<file path="src/rtl/irqagg_pkg.sv">
package irqagg_pkg;

    typedef enum logic {
        LAYOUT_COMBINED = 1'b0,
        LAYOUT_SPLIT    = 1'b1
    } layout_e;

    localparam int REG_W      = 32;
    localparam int STS_OFFSET = 16;

    // Bit position of source 0 inside the status word.
    function automatic int sts_base(layout_e lay, int shift);
        return (lay == LAYOUT_COMBINED) ? shift + STS_OFFSET : shift;
    endfunction

    // Mask of bits that may read back non-zero on one register word.
    function automatic logic [REG_W-1:0] legal_mask(layout_e lay, int num, int shift);
        logic [REG_W-1:0] m;
        m = ((REG_W'(1) << num) - REG_W'(1)) << shift;
        if (lay == LAYOUT_COMBINED)
            m = m | (m << STS_OFFSET);
        return m;
    endfunction

endpackage

</file>
<file path="src/rtl/irqagg_regmap.sv">
module irqagg_regmap
    import irqagg_pkg::*;
#(
    parameter layout_e LAYOUT       = LAYOUT_COMBINED,
    parameter int      NUM_SRC      = 4,
    parameter int      SRC_SHIFT    = 2,
    parameter bit      STATUS_AT_HI = 1'b1,
    parameter int      ADDR_W       = 3
) (
    input  logic [ADDR_W-1:0]  addr_i,
    input  logic               we_i,
    input  logic [REG_W-1:0]   wdata_i,
    input  logic [NUM_SRC-1:0] en_q_i,
    input  logic [NUM_SRC-1:0] sts_q_i,
    output logic               en_we_o,
    output logic [NUM_SRC-1:0] en_val_o,
    output logic [NUM_SRC-1:0] clr_o,
    output logic [REG_W-1:0]   rdata_o
);

    localparam int EN_BASE  = SRC_SHIFT;
    localparam int STS_BASE = sts_base(LAYOUT, SRC_SHIFT);
    localparam logic [ADDR_W-1:0] WORD0 = '0;
    localparam logic [ADDR_W-1:0] WORD1 = ADDR_W'(4);
    localparam logic [ADDR_W-1:0] EN_ADDR =
        (LAYOUT == LAYOUT_SPLIT && !STATUS_AT_HI) ? WORD1 : WORD0;
    localparam logic [ADDR_W-1:0] STS_ADDR =
        (LAYOUT == LAYOUT_SPLIT && STATUS_AT_HI) ? WORD1 :
        (LAYOUT == LAYOUT_SPLIT) ? WORD0 : WORD0;

    logic hit_en, hit_sts;
    logic unused_wdata;

    assign hit_en       = (addr_i == EN_ADDR);
    assign hit_sts      = (addr_i == STS_ADDR);
    assign en_we_o      = we_i && hit_en;
    assign unused_wdata = ^wdata_i;

    always_comb begin
        en_val_o = '0;
        clr_o    = '0;
        rdata_o  = '0;
        for (int i = 0; i < NUM_SRC; i++) begin
            en_val_o[i] = wdata_i[EN_BASE + i];
            if (we_i && hit_sts)
                clr_o[i] = wdata_i[STS_BASE + i];
            if (hit_en)
                rdata_o[EN_BASE + i] = en_q_i[i];
            if (hit_sts)
                rdata_o[STS_BASE + i] = sts_q_i[i];
        end
    end

endmodule

</file>
<file path="src/rtl/irqagg_state.sv">
module irqagg_state #(
    parameter int NUM_SRC = 4
) (
    input  logic               clk,
    input  logic               rst,
    input  logic [NUM_SRC-1:0] req_i,
    input  logic               en_we_i,
    input  logic [NUM_SRC-1:0] en_val_i,
    input  logic [NUM_SRC-1:0] clr_i,
    output logic [NUM_SRC-1:0] en_q_o,
    output logic [NUM_SRC-1:0] sts_q_o
);

    logic [NUM_SRC-1:0] prev_q;
    logic [NUM_SRC-1:0] rise;

    assign rise = req_i & ~prev_q;

    always_ff @(posedge clk) begin
        if (rst) begin
            prev_q  <= '0;
            en_q_o  <= '0;
            sts_q_o <= '0;
        end else begin
            prev_q  <= req_i;
            if (en_we_i)
                en_q_o <= en_val_i;
            // new edge outranks a clear in the same cycle
            sts_q_o <= (sts_q_o & ~clr_i) | rise;
        end
    end

    for (genvar g = 0; g < NUM_SRC; g++) begin : g_chk
        assert_set_on_edge_R2: assert property (@(posedge clk) disable iff (rst)
            $rose(req_i[g]) |=> sts_q_o[g]);
        assert_clear_w1c_R3: assert property (@(posedge clk) disable iff (rst)
            (clr_i[g] && !req_i[g]) |=> !sts_q_o[g]);
        assert_hold_idle_R3: assert property (@(posedge clk) disable iff (rst)
            (!clr_i[g] && !req_i[g]) |=> $stable(sts_q_o[g]));
    end

endmodule

</file>
<file path="src/rtl/irqagg_irq_out.sv">
module irqagg_irq_out #(
    parameter int NUM_SRC = 4
) (
    input  logic               clk,
    input  logic               rst,
    input  logic [NUM_SRC-1:0] en_i,
    input  logic [NUM_SRC-1:0] sts_i,
    output logic               irq_o
);

    always_ff @(posedge clk) begin
        if (rst) irq_o <= 1'b0;
        else     irq_o <= |(en_i & sts_i);
    end

    assert_irq_rises_R6: assert property (@(posedge clk) disable iff (rst)
        (|(en_i & sts_i)) |=> irq_o);
    assert_irq_drops_R6: assert property (@(posedge clk) disable iff (rst)
        !(|(en_i & sts_i)) |=> !irq_o);

endmodule

</file>
<file path="src/rtl/irq_aggregator.sv">
module irq_aggregator
    import irqagg_pkg::*;
#(
    parameter layout_e LAYOUT       = LAYOUT_COMBINED,
    parameter int      NUM_SRC      = 4,
    parameter int      SRC_SHIFT    = 2,
    parameter bit      STATUS_AT_HI = 1'b1,
    parameter int      ADDR_W       = 3
) (
    input  logic               clk,
    input  logic               rst,
    input  logic [NUM_SRC-1:0] irq_req,
    input  logic [ADDR_W-1:0]  reg_addr,
    input  logic               reg_we,
    input  logic [31:0]        reg_wdata,
    output logic [31:0]        reg_rdata,
    output logic               irq_out
);

    localparam logic [REG_W-1:0] LEGAL = legal_mask(LAYOUT, NUM_SRC, SRC_SHIFT);

    logic               en_we;
    logic [NUM_SRC-1:0] en_val, clr, en_q, sts_q;

    irqagg_regmap #(
        .LAYOUT(LAYOUT), .NUM_SRC(NUM_SRC), .SRC_SHIFT(SRC_SHIFT),
        .STATUS_AT_HI(STATUS_AT_HI), .ADDR_W(ADDR_W)
    ) u_regmap (
        .addr_i(reg_addr), .we_i(reg_we), .wdata_i(reg_wdata),
        .en_q_i(en_q), .sts_q_i(sts_q),
        .en_we_o(en_we), .en_val_o(en_val), .clr_o(clr), .rdata_o(reg_rdata)
    );

    irqagg_state #(.NUM_SRC(NUM_SRC)) u_state (
        .clk(clk), .rst(rst), .req_i(irq_req),
        .en_we_i(en_we), .en_val_i(en_val), .clr_i(clr),
        .en_q_o(en_q), .sts_q_o(sts_q)
    );

    irqagg_irq_out #(.NUM_SRC(NUM_SRC)) u_out (
        .clk(clk), .rst(rst), .en_i(en_q), .sts_i(sts_q), .irq_o(irq_out)
    );

    assert_rsvd_zero_R5: assert property (@(posedge clk) disable iff (rst)
        (reg_rdata & ~LEGAL) == '0);

endmodule

</file>
<file path="config.mk">
export PLATFORM = sky130hd
export DESIGN_NAME = irq_aggregator
export DESIGN_NICKNAME = d
export VERILOG_FILES = /design/src/rtl/irqagg_pkg.sv /design/src/rtl/irqagg_regmap.sv /design/src/rtl/irqagg_state.sv /design/src/rtl/irqagg_irq_out.sv /design/src/rtl/irq_aggregator.sv
export SDC_FILE = /design/constraint.sdc
export NUM_CORES = 1
export LEC_CHECK = 0
export BUFFER_PORTS_ARGS = -buffer_cell sky130_fd_sc_hd__buf_4
export CAP_MARGIN = 10
export CORE_MARGIN = 2
export CORE_UTILIZATION = 31
export CTS_CLUSTER_SIZE = 25
export DETAILED_ROUTE_END_ITERATION = 8
export GPL_ROUTABILITY_DRIVEN = 0
export HOLD_SLACK_MARGIN = 0.02
export PLACE_DENSITY = 0.76
export SYNTH_ARGS = -nofsm -noshare
export SYNTH_HDL_FRONTEND = slang
export SYNTH_SLANG_ARGS = --single-unit
</file>
<file path="constraint.sdc">
create_clock -name clk -period 1 [get_ports clk]
set_input_delay 0 -clock clk [delete_from_list [all_inputs] [get_ports clk]]
set_output_delay 0 -clock clk [all_outputs]
set_load 0.02 [all_outputs]
</file>
==> out/summary.log, run 1 <==
qor: synthesis.yosys.cell_types.count 16
qor: clocking.clkLatencyLatePin 0.27 ns
qor: sta.min_cycle_time_layout 0.917 ns
qor: clocking.cts-hold-fix-buffers 9
qor: floorplanning.placementRows 17
qor: route.total_routed_length 1.36 mm
qor: cells_and_area.layout.cells.most_common_list sky130_fd_sc_hd__buf_4, sky130_fd_sc_hd__conb_1, sky130_fd_sc_hd__dfxtp_1
qor: floorplanning.floorplan.die_area 2740 µm²
qor: sta.final-max-slew-violation-count 0
qor: route.detail-route-antenna-nets 0
qor: cells_and_area.fillers 238
qor: route.drt-pass1-iter-count 4
qor: synthesis.post_synth_inst_count 86
qor: power_and_ir_drop.seq_power_share 50.2%
qor: floorplanning.chipWidth 52.3 µm
qor: worst_setup_path.cp.required 1.00 ns
qor: sta.setup_viol 0
qor: sta.final-hold-violation-count 0
qor: clocking.cts-root-buf sky130_fd_sc_hd__clkbuf_4
qor: clocking.clk_pin_slew_worst_paths 0.07 ns
qor: clocking.ctsResizeCount 0
qor: route.routed_wirelength_normalized_by_instance_count 8.94 µm
qor: cells_and_area.antenna_cells 0
qor: worst_setup_path.worstPathArrival 0.92 ns
qor: worst_setup_path.setup.worst_path.start_class flop
qor: clocking.postCtsSetupRepairBufs 0
qor: sta.fin_skew 0.00182 ns
qor: route.route.detailed.drc 0
qor: power_and_ir_drop.p_leak 0.474 nW
qor: global_route.global_route_wire_length_before_repair 1.86 mm
qor: worst_setup_path.worst-r2r-setup-slack 0.28 ns
qor: power_and_ir_drop.p_per_area 1130 nW/µm²
qor: floorplanning.initial_utilization 32.7%
qor: synthesis.synth_sequential_area_ratio 36.0%
qor: flow_run.max-cap-violations 0
qor: power_and_ir_drop.combinational_share_of_power 21.6%
qor: cells_and_area.layout_commonest_cell sky130_fd_sc_hd__buf_4
qor: clocking.clock-sinks 13
qor: floorplanning.core_region_area 2210 µm²
qor: route.post_drt_via_cell_ratio 3.84
qor: placed_design.place.detailed.hpwl 1.05 mm
qor: placed_design.dp.cells 139
qor: clocking.clockBufferDepth 2
qor: sta.fmax 1.09 GHz
qor: worst_setup_path.timing_worst_setup_path_type reg -> out
qor: power_and_ir_drop.total_switching_power 0.310 mW
qor: synthesis.synth.avg_cell_area 8.41 µm²
qor: cells_and_area.multi_input_area 335 µm²
qor: global_route.vias_in_the_first_global_route 475
qor: clocking.cts_max_level 1
qor: cells_and_area.final-instance-count-excl-fill 152
qor: outcome.status finished, final reports clean
qor: power_and_ir_drop.vdd_ir_drop_max 0.838 mV
qor: power_and_ir_drop.power.internal 0.799 mW
qor: worst_setup_path.worst_setup_path_end_kind output port
qor: floorplanning.dieHeight 52.3 µm
qor: synthesis.ys_seq_elements 13
qor: cells_and_area.regArea 260 µm²
qor: global_route.initial_antenna_violation_count 0
qor: global_route.grt_max_degree 14
qor: sta.totalNegativeSetupSlack 0 ns
qor: synthesis.mappedNetlistArea 723 µm²
qor: power_and_ir_drop.power.share.clock 28.1%
qor: route.vias 583
qor: sta.layout_worst_path_cycle_share 91.7%
qor: floorplanning.number_of_top_level_design_ports 75
qor: global_route.grtUsageTotal 9.36%
qor: placed_design.io_buffer_count 26
qor: clocking.tritoncts built
qor: cells_and_area.layout_cells_sized_above_1 29.0%
qor: synthesis.yosys_warnings 0
qor: clocking.cts-buffers-inserted 3
qor: sta.grt_setup_unrepaired no
qor: power_and_ir_drop.netSwitchingFraction 28.0%
qor: global_route.globalRouteOverflowTotal 0
qor: worst_setup_path.critical_path.max_fanout 3
qor: cells_and_area.post_synthesis_to_final_layout_area_growth 35.5%
qor: route.drtIter0Drc 3
qor: cells_and_area.nNetsFinal 167
qor: worst_hold_path.timing.hold.worst.class in -> reg
## power by group through the flow
stage	logic [mW]	registers [mW]	clock network (mW)
2_1_floorplan	0.208	0.566	0
3_3_place_gp	0.207	0.568	0
3_5_place_dp	0.212	0.569	0
4_1_cts	0.240	0.556	0.332
5_1_grt	0.262	0.559	0.345
6_report	0.240	0.557	0.312
## synth_stat cells, drive strengths merged
cell,number,share of area [%]
nor2b,4,3.5
buf,25,26
nand2,4,2.1
clkbuf,2,1.0
nand3,4,2.8
nor3,1,0.69
inv,4,2.1
conb,1,0.52
or4b,1,1.4
a21oi,9,6.2
dfxtp,13,36
o21ai,4,4.8
and2,8,6.9
a22oi,2,2.1
nand2b,4,3.5
## metal layers
layer | vias up | wire, µm | GRT usage, %
met5 | - | 0 | 0
met2 | 32 | 701 | 17.1
met1 | 250 | 546 | 9.44
li1 | 301 | - | -
met3 | 0 | 111 | 5.14
met4 | 0 | 0 | 1.28
## flip-flops by register name (all words and copies together), names as in the netlist
register,cells
u_state.sts_q_o,4
u_state.prev_q,4
u_state.en_q_o,4
u_out.irq_o,1
## path summary, 6_finish.rpt
path / from / end / cells past startpoint
worst min register to register: u_state.en_q_o[2]$_SDFFE_PP0N_ / u_state.en_q_o[2]$_SDFFE_PP0N_ / 2
worst min-delay path: reg_wdata[18] / u_state.sts_q_o[0]$_SDFF_PP0_ / 4
worst max-delay path: u_state.sts_q_o[1]$_SDFF_PP0_ / reg_rdata[19] / 2
worst max register to register: u_state.sts_q_o[1]$_SDFF_PP0_ / u_out.irq_o$_SDFF_PP0_ / 2
## layout make-up
class                      instances  share of cell area, %
multi-input combinational         65                   34.2
timing repair buffer              38                   31.4
sequential                        13                   26.6
tap                               28                   3.58
clock buffer                       4                   2.68
inverter                           4                   1.53
## critical path, cell delays in order (launching register included)
cell,delay (ns)
sky130_fd_sc_hd__dfxtp_1,0.37
sky130_fd_sc_hd__and2_1,0.14
sky130_fd_sc_hd__buf_4,0.13
## cell families (layout without fill, tap and decap cells)
logic type | Yosys count | in the layout | share of synthesized area, %
buffers and inverters | 31 | 46 | 29.6
and+or+nand+nor | 26 | 26 | 20.8
other | 1 | 24 | 0.519
DFF | 13 | 13 | 36.0
AOI/OAI and AO/OA | 15 | 15 | 13.1
## through the flow
stage	utilization, %	area [µm²]	power, mW	hold WS [ns]	worst slack, ns
floorplan	-	810	0.774	0.0716	0.0365
global placement	39.0	863	0.775	0.224	-0.0834
detailed placement	39.0	863	0.781	0.231	-0.122
CTS	44.3	980	1.13	0.0474	0.0646
global route	44.3	980	1.17	0.0535	0.0280
finish	44.3	980	1.11	0.0534	0.0829
Power figures use the tool's default switching activity.
==> inputs of run 2 (changes only) <==
- GPL_TIMING_DRIVEN: not set -> 0
==> run 2 against run 1 <==
Worst hold slack lost 0.014 ns. Via count grew 12%. Sequential cell count is the same. Clock power shrank 2%. Global-route usage grew 1.1 points. Die area is the same. Design area grew 18%. Largest cell class is now non-clock buffers.
==> out/summary.log, run 2 (synthesis results as in run 1) <==
qor: placed_design.placed_cell_area 1040 µm² [was 863 µm²]
qor: clocking.clock-sinks 13 [unchanged]
qor: cells_and_area.post_synthesis_to_final_layout_area_growth 60.2% [was 35.5%]
qor: worst_hold_path.timing.hold.worst.class in -> reg [unchanged]
qor: power_and_ir_drop.p_leak 0.603 nW [was 0.474 nW]
qor: route.route.detailed.drc 0 [unchanged]
qor: worst_setup_path.worstPathArrival 0.91 ns [was 0.92 ns]
qor: cells_and_area.largestRegisters u_state.en_q_o: 4 flops, u_state.prev_q: 4 flops, u_state.sts_q_o: 4 flops [unchanged]
qor: route.drtIter0Drc 8 [was 3]
qor: placed_design.io_buffer_count 26 [unchanged]
qor: placed_design.place.detailed.hpwl 1.10 mm [was 1.05 mm]
qor: clocking.clk_pin_slew_worst_paths 0.07 ns [about the same]
qor: global_route.grtUsageTotal 10.4% [was 9.36%]
qor: global_route.global_route_wire_length_before_repair 2.08 mm [was 1.86 mm]
qor: clocking.cts-buffers-inserted 3 [unchanged]
qor: sta.setup_viol 0 [unchanged]
qor: clocking.clkLatencyLatePin 0.27 ns [about the same]
qor: power_and_ir_drop.p_per_area 1010 nW/µm² [was 1130 nW/µm²]
qor: sta.min_cycle_time_layout 0.915 ns [was 0.917 ns]
qor: flow_run.max-cap-violations 0 [unchanged]
qor: floorplanning.chipWidth 52.3 µm [unchanged]
qor: sta.final-hold-violation-count 0 [unchanged]
qor: clocking.cts_max_level 1 [unchanged]
qor: clocking.cts-root-buf sky130_fd_sc_hd__clkbuf_4 [unchanged]
qor: placed_design.dp.cells 163 [was 139]
qor: route.routed_wirelength_normalized_by_instance_count 8.19 µm [was 8.94 µm]
qor: cells_and_area.layout_commonest_cell sky130_fd_sc_hd__buf_4 [unchanged]
qor: clocking.tritoncts built [unchanged]
qor: clocking.postCtsSetupRepairBufs 0 [unchanged]
qor: route.detail-route-antenna-nets 0 [unchanged]
qor: sta.final-max-slew-violation-count 0 [unchanged]
qor: worst_setup_path.critical_path.max_fanout 3 [unchanged]
qor: route.total_routed_length 1.43 mm [was 1.36 mm]
qor: cells_and_area.regArea 260 µm² [unchanged]
qor: sta.grt_setup_unrepaired no [unchanged]
qor: clocking.clockBufferDepth 2 [unchanged]
qor: sta.layout_worst_path_cycle_share 91.5% [was 91.7%]
qor: global_route.vias_in_the_first_global_route 551 [was 475]
qor: floorplanning.dieHeight 52.3 µm [unchanged]
qor: worst_setup_path.worst_setup_path_end_kind output port [unchanged]
qor: global_route.grt_max_degree 11 [was 14]
qor: outcome.status finished, final reports clean [unchanged]
qor: cells_and_area.nNetsFinal 190 [was 167]
qor: floorplanning.initial_utilization 32.7% [unchanged]
qor: cells_and_area.fillers 222 [was 238]
qor: cells_and_area.layout_cells_sized_above_1 40.8% [was 29.0%]
qor: global_route.initial_antenna_violation_count 0 [unchanged]
qor: cells_and_area.multi_input_area 340 µm² [was 335 µm²]
qor: cells_and_area.antenna_cells 0 [unchanged]
qor: worst_setup_path.timing_worst_setup_path_type reg -> out [unchanged]
qor: route.drt-pass1-iter-count 4 [unchanged]
qor: floorplanning.core_region_area 2210 µm² [unchanged]
qor: cells_and_area.fin_area 1160 µm² [was 980 µm²]
qor: power_and_ir_drop.vdd_ir_drop_max 0.860 mV [was 0.838 mV]
qor: global_route.globalRouteOverflowTotal 0 [unchanged]
qor: cells_and_area.layout.cells.most_common_list sky130_fd_sc_hd__buf_4, sky130_fd_sc_hd__conb_1, sky130_fd_sc_hd__dfxtp_1 [unchanged]
qor: worst_setup_path.cp.required 1.00 ns [about the same]
qor: sta.fin_skew 0.00458 ns [was 0.00182 ns]
qor: cells_and_area.final-instance-count-excl-fill 175 [was 152]
qor: sta.fmax 1.09 GHz [about the same]
qor: route.vias 653 [was 583]
qor: floorplanning.floorplan.die_area 2740 µm² [unchanged]
qor: floorplanning.placementRows 17 [unchanged]
qor: route.post_drt_via_cell_ratio 3.73 [was 3.84]
qor: floorplanning.number_of_top_level_design_ports 75 [unchanged]
qor: worst_setup_path.setup.worst_path.start_class flop [unchanged]
[run 2: changes by cell type in the layout (fill, tap and decap cells not counted)]
cell / before / now
sky130_fd_sc_hd__nor3_1: 1 / 0
sky130_fd_sc_hd__clkbuf_2: 0 / 1
sky130_fd_sc_hd__buf_6: 0 / 1
sky130_fd_sc_hd__buf_4: 29 / 50
sky130_fd_sc_hd__nor3_2: 0 / 1
[run 2: final timing paths]
path / from / end / slack, ns / depth (start not counted)
setup / recovery: u_state.sts_q_o[2]$_SDFF_PP0_ / reg_rdata[20] / 0.09 / 2
hold reg to reg: u_state.en_q_o[1]$_SDFFE_PP0N_ / u_state.en_q_o[1]$_SDFFE_PP0N_ / 0.47 / 2
setup reg to reg: u_state.sts_q_o[2]$_SDFF_PP0_ / u_out.irq_o$_SDFF_PP0_ / 0.27 / 2
hold / removal: reg_addr[2] / u_state.en_q_o[2]$_SDFFE_PP0N_ / 0.04 / 4
[run 2: through the flow]
step	TNS, ns	setup WS [ns]	total power [mW]	hold slack, ns	utilization [%]
finish	0	0.0854	1.18	0.0389	52.4
global route	0	0.0353	1.23	0.0463	52.4
CTS	0	0.0573	1.18	0.0296	52.3
detailed placement	-0.923	-0.120	0.850	0.185	47.0
global placement	-0.684	-0.110	0.845	0.185	47.0
floorplan	0	0.0365	0.774	0.0716	-
[run 2: what timing repair did]
| item | in CTS | in global routing |
|---|---|---|
| hold buffers | 9 | 0 |
| resized for setup | 1 | 1 |
| endpoints found under the setup margin | 8 | 17 |
| hold endpoints to repair | 12 | 0 |
[run 2: power by group]
part | internal [mW] | total [mW] | switching [mW]
registers | 0.543 | 0.558 | 0.0149
clock network | 0.154 | 0.305 | 0.151
logic | 0.162 | 0.313 | 0.151
total | 0.859 | 1.18 | 0.316
[run 2: worst max-delay path: stages, from the launching register on]
cell                      delay [ns]
sky130_fd_sc_hd__dfxtp_1        0.38
sky130_fd_sc_hd__and2_1         0.14
sky130_fd_sc_hd__buf_4          0.13
[run 2: routing by layer]
metal | global-route usage (%) | share of wire (%) | wire length, µm | vias to the layer above
met5 | 0 | 0 | 0 | -
met1 | 9.77 | 38 | 542 | 275
met2 | 20.4 | 53 | 761 | 30
met4 | 1.28 | 0 | 0 | 0
li1 | - | - | - | 348
met3 | 5.14 | 9.0 | 129 | 0
[run 2: cell type report]
type                    count  area share, %
flip-flops and latches     13           22.5
multi-input cells          65           29.4
clock buffers               4           2.27
plain buffers              26           17.0
well taps                  28           3.02
inverters                   4           1.30
repair buffers             35           24.6
